## src/rtl/ata_tf_pkg.sv

```systemverilog
// Shared constants for the task-file device model: offsets, status bits,
// command codes and controller states.
package ata_tf_pkg;
    localparam int          HIST_REGS   = 4;      // offsets 2..5
    localparam logic [2:0]  OFS_DATA    = 3'd0;
    localparam logic [2:0]  OFS_ERROR   = 3'd1;
    localparam logic [2:0]  OFS_HIST0   = 3'd2;
    localparam logic [2:0]  OFS_DEVICE  = 3'd6;
    localparam logic [2:0]  OFS_CMDSTAT = 3'd7;
    localparam int          DEV_SEL_BIT = 4;

    localparam logic [7:0]  CMD_IDENT   = 8'hEC;
    localparam logic [7:0]  CMD_RD28    = 8'hC8;
    localparam logic [7:0]  CMD_WR28    = 8'hCA;
    localparam logic [7:0]  CMD_RD48    = 8'h25;
    localparam logic [7:0]  CMD_WR48    = 8'h35;
    localparam logic [7:0]  ERR_ABORT   = 8'h04;

    typedef enum logic [1:0] {
        ST_IDLE = 2'd0,
        ST_BUSY = 2'd1,
        ST_XFER = 2'd2
    } ctl_state_t;
endpackage

```

## src/rtl/ata_tf_regs.sv

```systemverilog
// Holds the sector-count/LBA bytes (offsets 2..5) with a one-deep history
// for 48-bit addressing, plus the device register at offset 6.
// Assumes writes arrive as one byte per strobe; writes are taken at any time.
module ata_tf_regs
    import ata_tf_pkg::*;
(
    input  logic                         clk,
    input  logic                         rst_n,
    input  logic                         wr_en,
    input  logic [2:0]                   wr_addr,
    input  logic [7:0]                   wr_data,
    output logic [HIST_REGS-1:0][7:0]    cur_b,
    output logic [HIST_REGS-1:0][7:0]    prev_b,
    output logic [7:0]                   dev_reg
);
    for (genvar g = 0; g < HIST_REGS; g++) begin : g_hist
        localparam logic [2:0] MY_OFS = OFS_HIST0 + 3'(g);
        // Shift the previous byte down and store the new one on a hit.
        always_ff @(posedge clk) begin
            if (!rst_n) begin
                cur_b[g]  <= 8'h00;
                prev_b[g] <= 8'h00;
            end else if (wr_en && wr_addr == MY_OFS) begin
                prev_b[g] <= cur_b[g];
                cur_b[g]  <= wr_data;
            end
        end
    end

    // Device register: drive select and the 28-bit upper nibble.
    always_ff @(posedge clk) begin
        if (!rst_n)
            dev_reg <= 8'h00;
        else if (wr_en && wr_addr == OFS_DEVICE)
            dev_reg <= wr_data;
    end
endmodule

```

## src/rtl/ata_tf_ident.sv

```systemverilog
// Computes one word of the IDENTIFY block from its index and a 48-bit
// sector total. Pure combinational; assumes IDX_W >= 7.
module ata_tf_ident #(
    parameter int IDX_W = 8
) (
    input  logic [IDX_W-1:0] idx,
    input  logic [47:0]      total,
    output logic [15:0]      word
);
    localparam logic [47:0] CAP28 = 48'h0000_0FFF_FFFF;
    logic [27:0] tot28;

    // Clamp the total to what the 28-bit field can express.
    always_comb tot28 = (total > CAP28) ? CAP28[27:0] : total[27:0];

    // Place the fields at their fixed word positions.
    always_comb begin
        case (int'(idx))
            0:       word = 16'h0040;
            60:      word = tot28[15:0];
            61:      word = {4'h0, tot28[27:16]};
            100:     word = total[15:0];
            101:     word = total[31:16];
            102:     word = total[47:32];
            default: word = 16'h0000;
        endcase
    end
endmodule

```

## src/rtl/ata_tf_ctrl.sv

```systemverilog
// Command decoder and status sequencer. Runs IDENTIFY through busy and
// data-request phases, flags unknown commands and latches DMA requests.
// Assumes the caller qualifies cmd_wr with the selected drive being present.
module ata_tf_ctrl
    import ata_tf_pkg::*;
#(
    parameter int BUSY_CYCLES = 4,
    parameter int WORDS       = 256,
    localparam int IDX_W      = $clog2(WORDS),
    localparam int CNT_W      = $clog2(BUSY_CYCLES + 1)
) (
    input  logic                       clk,
    input  logic                       rst_n,
    input  logic                       cmd_wr,
    input  logic [7:0]                 cmd_byte,
    input  logic                       sel_drive,
    input  logic                       data_rd,
    input  logic [HIST_REGS-1:0][7:0]  cur_b,
    input  logic [HIST_REGS-1:0][7:0]  prev_b,
    input  logic [3:0]                 dev_nib,
    output logic                       st_bsy,
    output logic                       st_drq,
    output logic                       st_err,
    output logic [7:0]                 err_code,
    output logic [IDX_W-1:0]           word_idx,
    output logic                       id_drive,
    output logic                       dma_go,
    output logic                       dma_write,
    output logic                       dma_ext,
    output logic                       dma_drive,
    output logic [47:0]                dma_lba,
    output logic [15:0]                dma_count
);
    ctl_state_t       state;
    logic [CNT_W-1:0] busy_cnt;
    logic             accept;

    always_comb accept = cmd_wr && (state == ST_IDLE);

    // Main sequencer: command decode, busy countdown, word streaming.
    always_ff @(posedge clk) begin
        if (!rst_n) begin
            state    <= ST_IDLE;
            busy_cnt <= '0;
            word_idx <= '0;
            st_err   <= 1'b0;
            err_code <= 8'h00;
            id_drive <= 1'b0;
        end else begin
            case (state)
                ST_IDLE: if (accept) begin
                    st_err   <= 1'b0;
                    err_code <= 8'h00;
                    case (cmd_byte)
                        CMD_IDENT: begin
                            state    <= ST_BUSY;
                            busy_cnt <= CNT_W'(BUSY_CYCLES - 1);
                            id_drive <= sel_drive;
                        end
                        CMD_RD28, CMD_WR28, CMD_RD48, CMD_WR48: ;
                        default: begin
                            st_err   <= 1'b1;
                            err_code <= ERR_ABORT;
                        end
                    endcase
                end
                ST_BUSY: begin
                    if (busy_cnt == '0) begin
                        state    <= ST_XFER;
                        word_idx <= '0;
                    end else begin
                        busy_cnt <= busy_cnt - 1'b1;
                    end
                end
                ST_XFER: if (data_rd) begin
                    if (word_idx == IDX_W'(WORDS - 1))
                        state <= ST_IDLE;
                    else
                        word_idx <= word_idx + 1'b1;
                end
                default: state <= ST_IDLE;
            endcase
        end
    end

    // DMA acceptance: one-cycle pulse and address/count capture.
    always_ff @(posedge clk) begin
        if (!rst_n) begin
            dma_go    <= 1'b0;
            dma_write <= 1'b0;
            dma_ext   <= 1'b0;
            dma_drive <= 1'b0;
            dma_lba   <= '0;
            dma_count <= '0;
        end else begin
            dma_go <= 1'b0;
            if (accept && (cmd_byte == CMD_RD28 || cmd_byte == CMD_WR28)) begin
                dma_go    <= 1'b1;
                dma_write <= (cmd_byte == CMD_WR28);
                dma_ext   <= 1'b0;
                dma_drive <= sel_drive;
                dma_lba   <= {20'h0, dev_nib, cur_b[3], cur_b[2], cur_b[1]};
                dma_count <= {8'h00, cur_b[0]};
            end else if (accept && (cmd_byte == CMD_RD48 || cmd_byte == CMD_WR48)) begin
                dma_go    <= 1'b1;
                dma_write <= (cmd_byte == CMD_WR48);
                dma_ext   <= 1'b1;
                dma_drive <= sel_drive;
                dma_lba   <= {prev_b[3], prev_b[2], prev_b[1], cur_b[3], cur_b[2], cur_b[1]};
                dma_count <= {prev_b[0], cur_b[0]};
            end
        end
    end

    // Status flags decoded from the sequencer state.
    always_comb begin
        st_bsy = (state == ST_BUSY);
        st_drq = (state == ST_XFER);
    end
endmodule

```

## src/rtl/ata_taskfile_dev.sv

```systemverilog
// Top of the task-file device model for one two-drive channel. Routes
// register writes, gates commands on drive presence, and muxes reads.
// Assumes reads have no side effect except at the data offset.
module ata_taskfile_dev
    import ata_tf_pkg::*;
#(
    parameter int          BUSY_CYCLES = 4,
    parameter int          IDENT_WORDS = 256,
    parameter logic [47:0] DRV0_SECTORS = 48'h0000_0100_0000,
    parameter logic [47:0] DRV1_SECTORS = 48'h0000_0080_0000
) (
    input  logic        clk,
    input  logic        rst_n,
    input  logic        wr_en,
    input  logic        rd_en,
    input  logic [2:0]  reg_addr,
    input  logic [7:0]  wr_data,
    output logic [15:0] rd_data,
    input  logic [1:0]  drv_present,
    output logic        dma_go,
    output logic        dma_write,
    output logic        dma_ext,
    output logic        dma_drive,
    output logic [47:0] dma_lba,
    output logic [15:0] dma_count
);
    localparam int IDX_W = $clog2(IDENT_WORDS);

    logic [HIST_REGS-1:0][7:0] cur_b, prev_b;
    logic [7:0]       dev_reg, err_code, status;
    logic             sel_drive, sel_present, st_bsy, st_drq, st_err, id_drive;
    logic [IDX_W-1:0] word_idx;
    logic [15:0]      id_word;
    logic [47:0]      id_total;

    always_comb begin
        sel_drive   = dev_reg[DEV_SEL_BIT];
        sel_present = drv_present[sel_drive];
        id_total    = id_drive ? DRV1_SECTORS : DRV0_SECTORS;
    end

    ata_tf_regs u_regs (
        .clk(clk), .rst_n(rst_n), .wr_en(wr_en), .wr_addr(reg_addr),
        .wr_data(wr_data), .cur_b(cur_b), .prev_b(prev_b), .dev_reg(dev_reg)
    );

    ata_tf_ctrl #(.BUSY_CYCLES(BUSY_CYCLES), .WORDS(IDENT_WORDS)) u_ctrl (
        .clk(clk), .rst_n(rst_n),
        .cmd_wr(wr_en && reg_addr == OFS_CMDSTAT && sel_present),
        .cmd_byte(wr_data), .sel_drive(sel_drive),
        .data_rd(rd_en && reg_addr == OFS_DATA),
        .cur_b(cur_b), .prev_b(prev_b), .dev_nib(dev_reg[3:0]),
        .st_bsy(st_bsy), .st_drq(st_drq), .st_err(st_err), .err_code(err_code),
        .word_idx(word_idx), .id_drive(id_drive),
        .dma_go(dma_go), .dma_write(dma_write), .dma_ext(dma_ext),
        .dma_drive(dma_drive), .dma_lba(dma_lba), .dma_count(dma_count)
    );

    ata_tf_ident #(.IDX_W(IDX_W)) u_ident (
        .idx(word_idx), .total(id_total), .word(id_word)
    );

    // Compose status: floating channel, absent drive, or live flags.
    always_comb begin
        if (drv_present == 2'b00)
            status = 8'hFF;
        else if (!sel_present)
            status = 8'h00;
        else
            status = {st_bsy, ~st_bsy, 2'b00, st_drq, 2'b00, st_err};
    end

    // Read mux across the eight offsets.
    always_comb begin
        case (reg_addr)
            OFS_DATA:    rd_data = st_drq ? id_word : 16'h0000;
            OFS_ERROR:   rd_data = {8'h00, err_code};
            OFS_DEVICE:  rd_data = {8'h00, dev_reg};
            OFS_CMDSTAT: rd_data = {8'h00, status};
            default:     rd_data = {8'h00, cur_b[reg_addr - OFS_HIST0]};
        endcase
    end
endmodule

```

## config.mk

```make
export PLATFORM = sky130hd
export DESIGN_NAME = ata_taskfile_dev
export DESIGN_NICKNAME = d
export VERILOG_FILES = /design/src/rtl/ata_tf_pkg.sv /design/src/rtl/ata_tf_regs.sv /design/src/rtl/ata_tf_ident.sv /design/src/rtl/ata_tf_ctrl.sv /design/src/rtl/ata_taskfile_dev.sv
export SDC_FILE = /design/constraint.sdc
export NUM_CORES = 1
export LEC_CHECK = 0
export ABC_CLOCK_PERIOD_IN_PS = 2400
export CORE_UTILIZATION = 50
export CTS_CLUSTER_DIAMETER = 50
export DETAILED_ROUTE_END_ITERATION = 10
export PLACE_DENSITY_LB_ADDON = 0.1
export SYNTH_ARGS = -nofsm -noshare
export SYNTH_HDL_FRONTEND = slang
export SYNTH_SLANG_ARGS = --single-unit
export TNS_END_PERCENT = 50
```

## constraint.sdc

```tcl
create_clock -name clk -period 2.4 [get_ports clk]
set_input_delay 0.24 -clock clk [delete_from_list [all_inputs] [get_ports clk]]
set_output_delay 0.24 -clock clk [all_outputs]
set_load 0.02 [all_outputs]
```

After elaboration in Yosys (flattened, before gate mapping)
Cells that the tools add are included.
- add/sub/neg operators: 3
- order comparisons: 3
- eq/ne operators: 27
- mux-type cells: 37
- bitwise logic cells: 2
- reduce and logical (&&, ||, !) cells: 28
- operators by type and width (cell ; count):
    16-bit one-hot mux with 6 select lines ; 1
    28-bit 2-to-1 mux ; 3
    8-bit 2-to-1 mux ; 8
    16-bit one-hot mux with 4 select lines ; 1
    8-bit by 6-bit == test with 1-bit output (second input constant) ; 4
    8-bit == test (second input constant) ; 4
    25-bit by 28-bit > comparator with 1-bit output (second input constant) ; 1
    25-bit 2-to-1 mux ; 1
    8-bit by 7-bit == test with 1-bit output (second input constant) ; 3
    8-bit binary-select mux with 2-bit select ; 1
    16-bit 2-to-1 mux ; 1
    8-bit one-hot mux with 2 select lines ; 1
    3-bit == test (second input constant) ; 4
    3-bit 2-to-1 mux ; 4
    1-bit logical AND ; 11
    2-bit 2-to-1 mux ; 5
    1-bit 2-to-1 mux ; 9
    8-bit by 1-bit adder with 8-bit output (second input constant) ; 1
    8-bit zero test ; 1
    2-bit by 1-bit inequality test with 1-bit output (second input constant) ; 4
    4-bit AND reduction ; 2
    3-bit by 2-bit == test with 1-bit output (second input constant) ; 2
    3-bit zero test ; 2
    2-bit inequality test (second input constant) ; 3
    18 further kinds ; 23
- bits in registers: 163
- output and inout bits: 84
- word-level logic and storage cells: 123

Logic depth before layout (Yosys ltp)
Gate-level depths: netlist of the first run.
- depth in word-level cells: 7
- mapped depth: 9

Modules after synthesis
From an unflattened synthesis of the first run, not the netlist that was laid out.
- cells, all modules: 845
- area, all modules: 7480.9 um2
- by module, submodules not included (module ; times used ; cells each ; area an instance (um2) ; sequential area each (um2)):
    ata_tf_ctrl ; 1 ; 415 ; 3563.4 ; 1661.6
    ata_tf_regs ; 1 ; 247 ; 2638.8 ; 1441.4
    ata_taskfile_dev ; 1 ; 93 ; 648.1 ; 0.0
    ata_tf_ident ; 1 ; 90 ; 630.6 ; 0.0

Worst setup path after synthesis of the first run
No wires, ideal clock.
- kind: input to output
- start: input reg_addr[2]
- end: output rd_data[7]
- arrival: 1861 ps
- setup slack: 299 ps
- stages: 5
- path buffers: 1
- cell sequence: clkbuf_1 > or4b_2 > a2111oi_0 > nand2_1 > a21oi_1
- cells in the longest elaborated chain, start to end: 2
- elaborated cells on any way between the ends: 5
- ends and longest elaborated chain (element ; line ; text):
    start: declaration ; ata_taskfile_dev.sv:16 ; input logic [2:0] reg_addr,
    3-bit == test (tied with other cells) ; ata_taskfile_dev.sv:75 ; case (reg_addr)
    16-bit one-hot mux with 4 select lines * ; ata_taskfile_dev.sv:75 ;
    end: declaration ; ata_taskfile_dev.sv:18 ; output logic [15:0] rd_data,
Every way passes the cells marked *; elsewhere a longest branch is shown, timed or not.

Worst setup path after layout of the first run
- start: input reg_addr[2]
- end: output rd_data[0]
The elaborated chain is that of the path after synthesis.

==> results of run 1 <==
-- what timing repair did --
action / CTS / global route
endpoints found under the setup margin: 9 / 4
resized for setup: 36 / 6
setup buffers: 0 / 3
endpoints found under the hold margin: 0 / 0
pin swaps: 1 / 0
-- metal layers --
layer	GRT usage [%]	share of wire (%)	up-vias
met5	0	0	-
met4	13.9	3.8	0
li1	-	-	2977
met3	5.15	6.0	55
met2	49.8	47	247
met1	38.0	44	2940
-- path summary, 6_finish.rpt --
path	end	slack, ps	cells after the start
min	u_ctrl.dma_lba[8]$_SDFFE_PN0P_	160	3
max	rd_data[0]	-5	7
min reg2reg	u_ctrl.dma_count[3]$_SDFFE_PN0P_	460	2
max reg2reg	u_ctrl.dma_count[7]$_SDFFE_PN0P_	640	7
-- kinds of logic (layout without fill, tap and decap cells) --
kind of cell	after synthesis	count (layout)
and+or+nand+nor	342	342
AOI/OAI and AO/OA	182	182
DFF	155	155
buffers and inverters	81	192
muxes	43	43
adders and majority gates	6	6
other	1	7
-- critical path, cell delays in order --
cell and delay, ps:
sky130_fd_sc_hd__clkdlybuf4s50_1 520, sky130_fd_sc_hd__buf_4 180, sky130_fd_sc_hd__nor2b_1 220, sky130_fd_sc_hd__and2_1 300
sky130_fd_sc_hd__a221oi_1 130, sky130_fd_sc_hd__nor2_1 260, sky130_fd_sc_hd__clkdlybuf4s15_2 310
-- power by group through the flow --
stage                     Combinational, mW  Sequential [mW]  Clock (mW)
after global placement                0.334             2.67           0
after CTS                             0.341             2.61        2.56
after global routing                  0.373             2.61        2.67
final                                 0.351             2.61        2.55
after detailed placement              0.340             2.67           0
after floorplan                       0.199             2.66           0
-- synthesized netlist by cell type, types with 4 or more instances --
cell,instances
sky130_fd_sc_hd__nand3b_1,4
sky130_fd_sc_hd__nand4_1,6
sky130_fd_sc_hd__buf_4,7
sky130_fd_sc_hd__and3_1,6
sky130_fd_sc_hd__mux4_2,8
sky130_fd_sc_hd__clkbuf_1,47
sky130_fd_sc_hd__nand2_1,223
sky130_fd_sc_hd__ha_1,6
sky130_fd_sc_hd__a311oi_1,5
sky130_fd_sc_hd__o21ai_0,34
sky130_fd_sc_hd__inv_1,10
sky130_fd_sc_hd__nor3_1,9
sky130_fd_sc_hd__a31oi_1,4
sky130_fd_sc_hd__mux2i_1,34
sky130_fd_sc_hd__buf_2,9
sky130_fd_sc_hd__nand3_1,42
sky130_fd_sc_hd__buf_1,5
sky130_fd_sc_hd__a211oi_1,4
sky130_fd_sc_hd__dfxtp_1,155
sky130_fd_sc_hd__a21oi_1,114
sky130_fd_sc_hd__nor2_1,18
sky130_fd_sc_hd__nor2b_1,4
-- area by class of cell --
type,instances,area [um^2]
Inverter,10,37.5
Tap cell,172,215
Clock buffer,19,453
Fill cell,1063,4240
Sequential cell,155,3100
Timing Repair Buffer,150,1390
Clock inverter,13,108
Multi-Input combinational cell,580,3230
-- metrics by stage --
stage          hold WS [ps]  worst slack [ps]  instances  utilization [%]
2_1_floorplan           376               299        816                -
3_3_place_gp            445              -708       1064             61.9
3_5_place_dp            450              -668       1064             61.9
4_1_cts                 150              13.9       1096             66.7
5_1_grt                 166             -28.6       1099             66.8
6_report                156             -4.68       1099             66.8
==> impl_table.tex, run 1 <==
\begin{tabular}{lr}
\hline
Metric & Value \\
\hline
\multicolumn{2}{l}{\textbf{Placed design}} \\
\quad GP Congestion & 0.952 \\
\quad Post-placement cell area & 7910 um\^{}2 \\
\quad Half-perimeter wire length after placement & 13600 um \\
\quad Count of port buffers added during placement & 93 \\
\multicolumn{2}{l}{\textbf{Global routing}} \\
\quad GR Overflow Total & 0 \\
\quad Global-route wire length before repair & 30300 um \\
\quad Antenna violations before repair & 0 \\
\quad Via count of the first global-routing pass & 5716 \\
\quad GRT Util Overall & 29.9\% \\
\quad Largest net degree at the start of global routing & 46 \\
\multicolumn{2}{l}{\textbf{Routing}} \\
\quad Detailed-router iteration count before antenna repair & 5 \\
\quad Total wire length & 19600 um \\
\quad Routed vias/inst & 5.66 \\
\quad Detailed router's first-iteration violation count & 490 \\
\quad Vias & 6219 \\
\quad Antenna-violating nets left & 0 \\
\quad DRC violations left & 0 \\
\quad Routed length per instance & 17.8 um \\
\multicolumn{2}{l}{\textbf{Critical path}} \\
\quad Critical path launch point & reg\_addr[2] \\
\quad CP Class & in2out \\
\quad Category of the worst setup path launch point & input pin \\
\quad Data required time at the worst endpoint & 2160 ps \\
\quad FF-to-FF Start & u\_ctrl.state[0]\$\_SDFFE\_PN0P\_ \\
\quad Worst endpoint data arrival time & 2160 ps \\
\quad Top fanout value on the critical path & 10 \\
\quad Kind of end point of the critical path & primary output \\
\multicolumn{2}{l}{\textbf{Floorplan}} \\
\quad Number of ports placed on the die boundary & 101 \\
\quad Count of standard-cell rows & 41 \\
\quad Area of the die & 13700 um\^{}2 \\
\quad Die Ht & 117 um \\
\quad Width of the die & 117 um \\
\quad Effective utilization at floorplan & 51.8\% \\
\quad Core area & 12800 um\^{}2 \\
\multicolumn{2}{l}{\textbf{Synthesis}} \\
\quad Simple-gate portion of the synthesized area & 22.9\% \\
\quad Async set-reset flop share out of synthesis & 0\% \\
\quad XOR/XNOR share of the synthesized area & 0\% \\
\quad Largest family of logic cells by synthesized area & simple AND/OR/NAND/NOR gates \\
\quad Count of warnings emitted by yosys & 0 \\
\quad Post-Syn Instances & 810 \\
\quad Share of the synthesized area in compound gates (AO/OA/AOI/OAI) & 15.3\% \\
\quad Post-synthesis register bit count & 155 \\
\quad Ranking of synthesized cells by area & sky130\_fd\_sc\_hd\_\_dfxtp\_1 (47\%), sky130\_fd\_sc\_hd\_\_nand2\_1 (13\%), sky130\_fd\_sc\_hd\_\_a21oi\_1 (8.6\%), sky130\_fd\_sc\_hd\_\_mux2i\_1 (5.1\%), sky130\_fd\_sc\_hd\_\_nand3\_1 (3.2\%) \\
\quad Summed instance area of the synthesized netlist & 6620 um\^{}2 \\
\quad Arithmetic-cell share of the synthesized area counting full adders, half adders and majority gates & 1.13\% \\
\quad Top-area cell type share of the netlist area & 46.9\% \\
\quad Number of library cell types mapped by synthesis & 57 \\
\quad Cell type contributing the most total cell area after synthesis & sky130\_fd\_sc\_hd\_\_dfxtp\_1 \\
\quad Post-Syn Area per Cell & 8.17 um\^{}2 \\
\quad Sequential share of the synthesized area & 46.9\% \\
\quad EDFF count, synth & 0 \\
\quad Predominant post-synthesis flop cell & sky130\_fd\_sc\_hd\_\_dfxtp\_1 \\
\quad Multiplexer area fraction after synthesis & 8.04\% \\
\multicolumn{2}{l}{\textbf{STA}} \\
\quad Skew final & 8.97 ps \\
\quad Transition time at the pin with the least slew margin & 580 ps \\
\quad Number of setup violations in the final report & 1 \\
\quad Slew margin rel. & 61.3\% \\
\quad Tcrit/Tclk final & 100\% \\
\quad Achievable frequency & 416 MHz \\
\quad Post-route worst setup slack & -4.68 ps \\
\quad Sum of negative setup slack & -4.68 ps \\
\quad Hold violation total from the final report & 0 \\
\quad Time the worst path needs with I/O delays and setup & 2400 ps \\
\quad Final-report max-slew violation count & 0 \\
\multicolumn{2}{l}{\textbf{Power and ir drop}} \\
\quad Net switching power & 1.39 mW \\
\quad Leakage component of the power & 2.86 nW \\
\quad Switching power as a share of total power & 25.2\% \\
\quad Fraction of power consumed by sequential logic & 47.4\% \\
\quad Internal power component & 4.12 mW \\
\quad Total power & 5.51 mW \\
\quad Combinational power share & 6.4\% \\
\quad Relative contribution of the clock network to total power & 46.2\% \\
\quad Worst IR drop on VDD & 0.518 mV \\
\quad Cell Pwr Density & 646 nW/um\^{}2 \\
\multicolumn{2}{l}{\textbf{Clocking}} \\
\quad Hold-fix buffer count after cts & 0 \\
\quad Worst-case clock buffer depth & 2 \\
\quad Clock sink total & 155 \\
\quad Total number of H-tree levels & 4 \\
\quad Clock root buffer & sky130\_fd\_sc\_hd\_\_clkbuf\_16 \\
\quad Clock-pin transition on the worst setup and hold timing paths & 60 ps \\
\quad TritonCTS clock tree & yes \\
\quad Clk Latency, worst-skew pair & 430 ps \\
\quad Number of CTS-inserted buffers & 17 \\
\multicolumn{2}{l}{\textbf{Finish}} \\
\quad Max reg flops & 48 \\
\quad Most flops, register & u\_ctrl.dma\_lba \\
\quad Layout Nets & 937 \\
\quad Top library cells by usage in the layout, fill and taps aside & sky130\_fd\_sc\_hd\_\_nand2\_1 (223), sky130\_fd\_sc\_hd\_\_dfxtp\_1 (155), sky130\_fd\_sc\_hd\_\_a21oi\_1 (113), sky130\_fd\_sc\_hd\_\_clkdlybuf4s50\_1 (83), sky130\_fd\_sc\_hd\_\_buf\_4 (53) \\
\quad Commonest non-fill, non-tap cell in the layout & sky130\_fd\_sc\_hd\_\_nand2\_1 \\
\quad Layout cells sized above 1 & 13.1\% \\
\quad Largest registers in the final layout & u\_ctrl.dma\_lba: 48 flops, u\_regs.cur\_b: 32 flops, u\_regs.prev\_b: 32 flops \\
\quad Finished layout cell area & 8530 um\^{}2 \\
\quad Signed area change from the synthesized netlist to the final layout & 29.0\% \\
\quad Number of inserted diodes & 0 \\
\multicolumn{2}{l}{\textbf{Run}} \\
\quad Max capacitance violation total & 0 \\
\multicolumn{2}{l}{\textbf{Worst hold path}} \\
\quad Startpoint of the lowest-slack hold path & rst\_n \\
\quad Type of the tightest min-delay check & in2reg \\
\multicolumn{2}{l}{\textbf{Status}} \\
\quad Violated checks & setup timing \\
\quad Outcome & finished with violations \\
\hline
\end{tabular}
No activity file was read; power rests on OpenSTA's default activity.
==> run 2, diff against run 1 <==
Settings changed: CORE_UTILIZATION 50 to 54.
==> run 2 against run 1 <==
Net effect:
- non-clock buffer count increased by 1
- the run now ends clean
- sequential power about the same
- core utilization increased by 5.4 points
- combinational power increased by 2%
==> impl_table.tex, run 2 (same netlist as run 1, synthesis figures left out) <==
\begin{tabular}{lr}
\hline
Metric & Value \\
\hline
\multicolumn{2}{l}{\textbf{Status}} \\
\quad Outcome & complete, no violations \\
\multicolumn{2}{l}{\textbf{Finish}} \\
\quad Commonest non-fill, non-tap cell in the layout & sky130\_fd\_sc\_hd\_\_nand2\_1 \\
\quad Most flops, register & u\_ctrl.dma\_lba \\
\quad Max reg flops & 48 \\
\quad Largest registers in the final layout & u\_ctrl.dma\_lba: 48 flops, u\_regs.cur\_b: 32 flops, u\_regs.prev\_b: 32 flops \\
\quad Top library cells by usage in the layout, fill and taps aside & sky130\_fd\_sc\_hd\_\_nand2\_1 (223), sky130\_fd\_sc\_hd\_\_dfxtp\_1 (155), sky130\_fd\_sc\_hd\_\_a21oi\_1 (113), sky130\_fd\_sc\_hd\_\_clkdlybuf4s50\_1 (81), sky130\_fd\_sc\_hd\_\_buf\_4 (50) \\
\quad Layout Nets & 938 \\
\quad Layout cells sized above 1 & 12.7\% \\
\quad Number of inserted diodes & 0 \\
\quad Signed area change from the synthesized netlist to the final layout & 30.6\% \\
\quad Final core area utilization & 72.2\% \\
\quad Number of filler cells placed in the layout & 929 \\
\multicolumn{2}{l}{\textbf{Clocking}} \\
\quad Clock-pin transition on the worst setup and hold timing paths & 60 ps \\
\quad Clock root buffer & sky130\_fd\_sc\_hd\_\_clkbuf\_16 \\
\quad Clk Latency, worst-skew pair & 420 ps \\
\quad TritonCTS clock tree & yes \\
\quad Hold-fix buffer count after cts & 0 \\
\quad Clock sink total & 155 \\
\quad Total number of H-tree levels & 4 \\
\quad Worst-case clock buffer depth & 2 \\
\quad Number of CTS-inserted buffers & 17 \\
\quad Setup Buffers After CTS & 0 \\
\multicolumn{2}{l}{\textbf{Worst hold path}} \\
\quad Type of the tightest min-delay check & in2reg \\
\quad Number of instances on the worst hold path & 3 \\
\quad Capture endpoint of the worst hold path & u\_ctrl.dma\_count[1]\$\_SDFFE\_PN0P\_ \\
\quad Startpoint of the lowest-slack hold path & rst\_n \\
\multicolumn{2}{l}{\textbf{Critical path}} \\
\quad Capturing point of the worst reg2reg path & u\_ctrl.dma\_lba[20]\$\_SDFFE\_PN0P\_ \\
\quad R2r worst-path depth & 7 \\
\quad Reg-to-reg slack, setup & 420 ps \\
\quad Category of the worst setup path launch point & flop \\
\quad Top fanout value on the critical path & 2 \\
\quad FF-to-FF Start & u\_ctrl.state[0]\$\_SDFFE\_PN0P\_ \\
\quad Peak per-stage delay on the critical path & 570 ps \\
\quad Critical Path, Cell by Cell & or4b\_4 > a2111oi\_4 > buf\_4 > nand2\_1 > a21oi\_2 > buf\_6 \\
\quad Kind of end point of the critical path & primary output \\
\quad CP Class & reg2out \\
\quad Data required time at the worst endpoint & 2160 ps \\
\quad Standard cell with the maximum stage delay on the critical path & sky130\_fd\_sc\_hd\_\_or4b\_4 \\
\quad Worst endpoint data arrival time & 2080 ps \\
\multicolumn{2}{l}{\textbf{Global routing}} \\
\quad Antenna violations before repair & 0 \\
\quad Via count of the first global-routing pass & 6020 \\
\quad Global-route wire length before repair & 31200 um \\
\quad Largest net degree at the start of global routing & 79 \\
\quad GRT Util Overall & 31.9\% \\
\quad GR Overflow Total & 0 \\
\multicolumn{2}{l}{\textbf{Placed design}} \\
\quad Place WS & -770 ps \\
\quad GP Congestion & 0.924 \\
\quad Count of port buffers added during placement & 93 \\
\quad Half-perimeter wire length after placement & 13500 um \\
\multicolumn{2}{l}{\textbf{Floorplan}} \\
\quad Effective utilization at floorplan & 55.3\% \\
\quad Core area & 12000 um\^{}2 \\
\quad Width of the die & 113 um \\
\quad Die Ht & 113 um \\
\quad Count of standard-cell rows & 40 \\
\quad Number of ports placed on the die boundary & 101 \\
\quad Area of the die & 12700 um\^{}2 \\
\multicolumn{2}{l}{\textbf{Power and ir drop}} \\
\quad Leakage component of the power & 2.93 nW \\
\quad Worst IR drop on VDD & 0.490 mV \\
\quad Cell Pwr Density & 667 nW/um\^{}2 \\
\multicolumn{2}{l}{\textbf{Run}} \\
\quad Max capacitance violation total & 0 \\
\multicolumn{2}{l}{\textbf{STA}} \\
\quad Hold violation total from the final report & 0 \\
\quad Tcrit/Tclk final & 96.7\% \\
\quad Number of setup violations in the final report & 0 \\
\quad Final-report max-slew violation count & 0 \\
\quad Skew final & 6.93 ps \\
\quad Time the worst path needs with I/O delays and setup & 2320 ps \\
\quad Slew margin rel. & 60.8\% \\
\quad Achievable frequency & 431 MHz \\
\quad Post-route worst setup slack & 80.2 ps \\
\quad Transition time at the pin with the least slew margin & 588 ps \\
\multicolumn{2}{l}{\textbf{Routing}} \\
\quad Routed length per instance & 18.2 um \\
\quad Antenna-violating nets left & 0 \\
\quad Detailed-router iteration count before antenna repair & 5 \\
\quad DRC violations left & 0 \\
\quad Vias & 6309 \\
\quad Routed vias/inst & 5.87 \\
\quad Detailed router's first-iteration violation count & 421 \\
\quad Total wire length & 19500 um \\
\hline
\end{tabular}
-- run 2: cell types whose count changed in the layout (fill, tap and decap cells not counted), sizes merged --
cell           delta
clkinvlp          +1
clkinv            -4
clkdlybuf4s15     -1
clkdlybuf4s50     -2
bufinv            +3
dlygate4sd2       +3
buf               +1
clkbuf            -2
dlymetal6s2s      +2
inv               -1
-- run 2: worst max-delay path by stage --
stage / to / slack [ps] / cells past startpoint / start
6_report: rd_data[7] / 80 / 6 / u_ctrl.state[0]$_SDFFE_PN0P_
5_1_grt: rd_data[7] / -3 / 6 / u_ctrl.state[0]$_SDFFE_PN0P_
4_1_cts: rd_data[7] / -80 / 6 / u_ctrl.word_idx[6]$_SDFFE_PN0P_
3_5_place_dp: rd_data[7] / -770 / 7 / reg_addr[2]
3_3_place_gp: rd_data[7] / -750 / 7 / reg_addr[2]
2_1_floorplan: rd_data[7] / 300 / 5 / reg_addr[2]
-- run 2: worst max-delay path: cells and delay by family, from the launching register on --
family / cells / cell delay (ps)
AND/OR/NAND/NOR: 2 / 630
AO/OA/AOI/OAI: 2 / 410
flip-flops: 1 / 320
buffers and inverters: 2 / 310
-- run 2: area by class of cell --
| class | count | area (um^2) | share of cell area (%) |
|---|---|---|---|
| multi-input cells | 580 | 3230 | 37.4 |
| flip-flops and latches | 155 | 3100 | 35.9 |
| repair buffers | 151 | 1470 | 17.1 |
| clock buffers | 19 | 453 | 5.24 |
| well taps | 147 | 184 | 2.13 |
| clock inverters | 12 | 160 | 1.85 |
| inverters | 10 | 37.5 | 0.434 |
-- run 2: power breakdown --
part | internal, mW | total [mW] | switching (mW)
Combinational | 0.135 | 0.359 | 0.224
Clock | 1.70 | 2.79 | 1.10
Sequential | 2.59 | 2.61 | 0.0233
Total | 4.42 | 5.76 | 1.34
-- run 2: layer usage --
layer	global-route usage [%]	up-vias	part of all wire (%)
li1	-	2979	-
met1	40.8	2993	42
met2	51.9	290	47
met3	5.95	47	6.7
met4	16.4	0	3.8
met5	0	-	0
-- run 2: stage by stage --
stage	power (mW)	hold WS (ps)	TNS [ps]	area, um^2	instances
2_1_floorplan	2.85	376	0	6640	816
3_3_place_gp	3.01	446	-5160	7950	1043
3_5_place_dp	3.02	450	-5880	7950	1043
4_1_cts	5.78	176	-81.2	8610	1074
5_1_grt	5.93	183	-2.99	8640	1074
6_report	5.76	185	0	8640	1074
-- run 2: repair_timing --
action                     CTS  global route
gates cloned                 0             0
resized for setup           32            10
pin swaps                    1             3
setup endpoints to repair    9             8
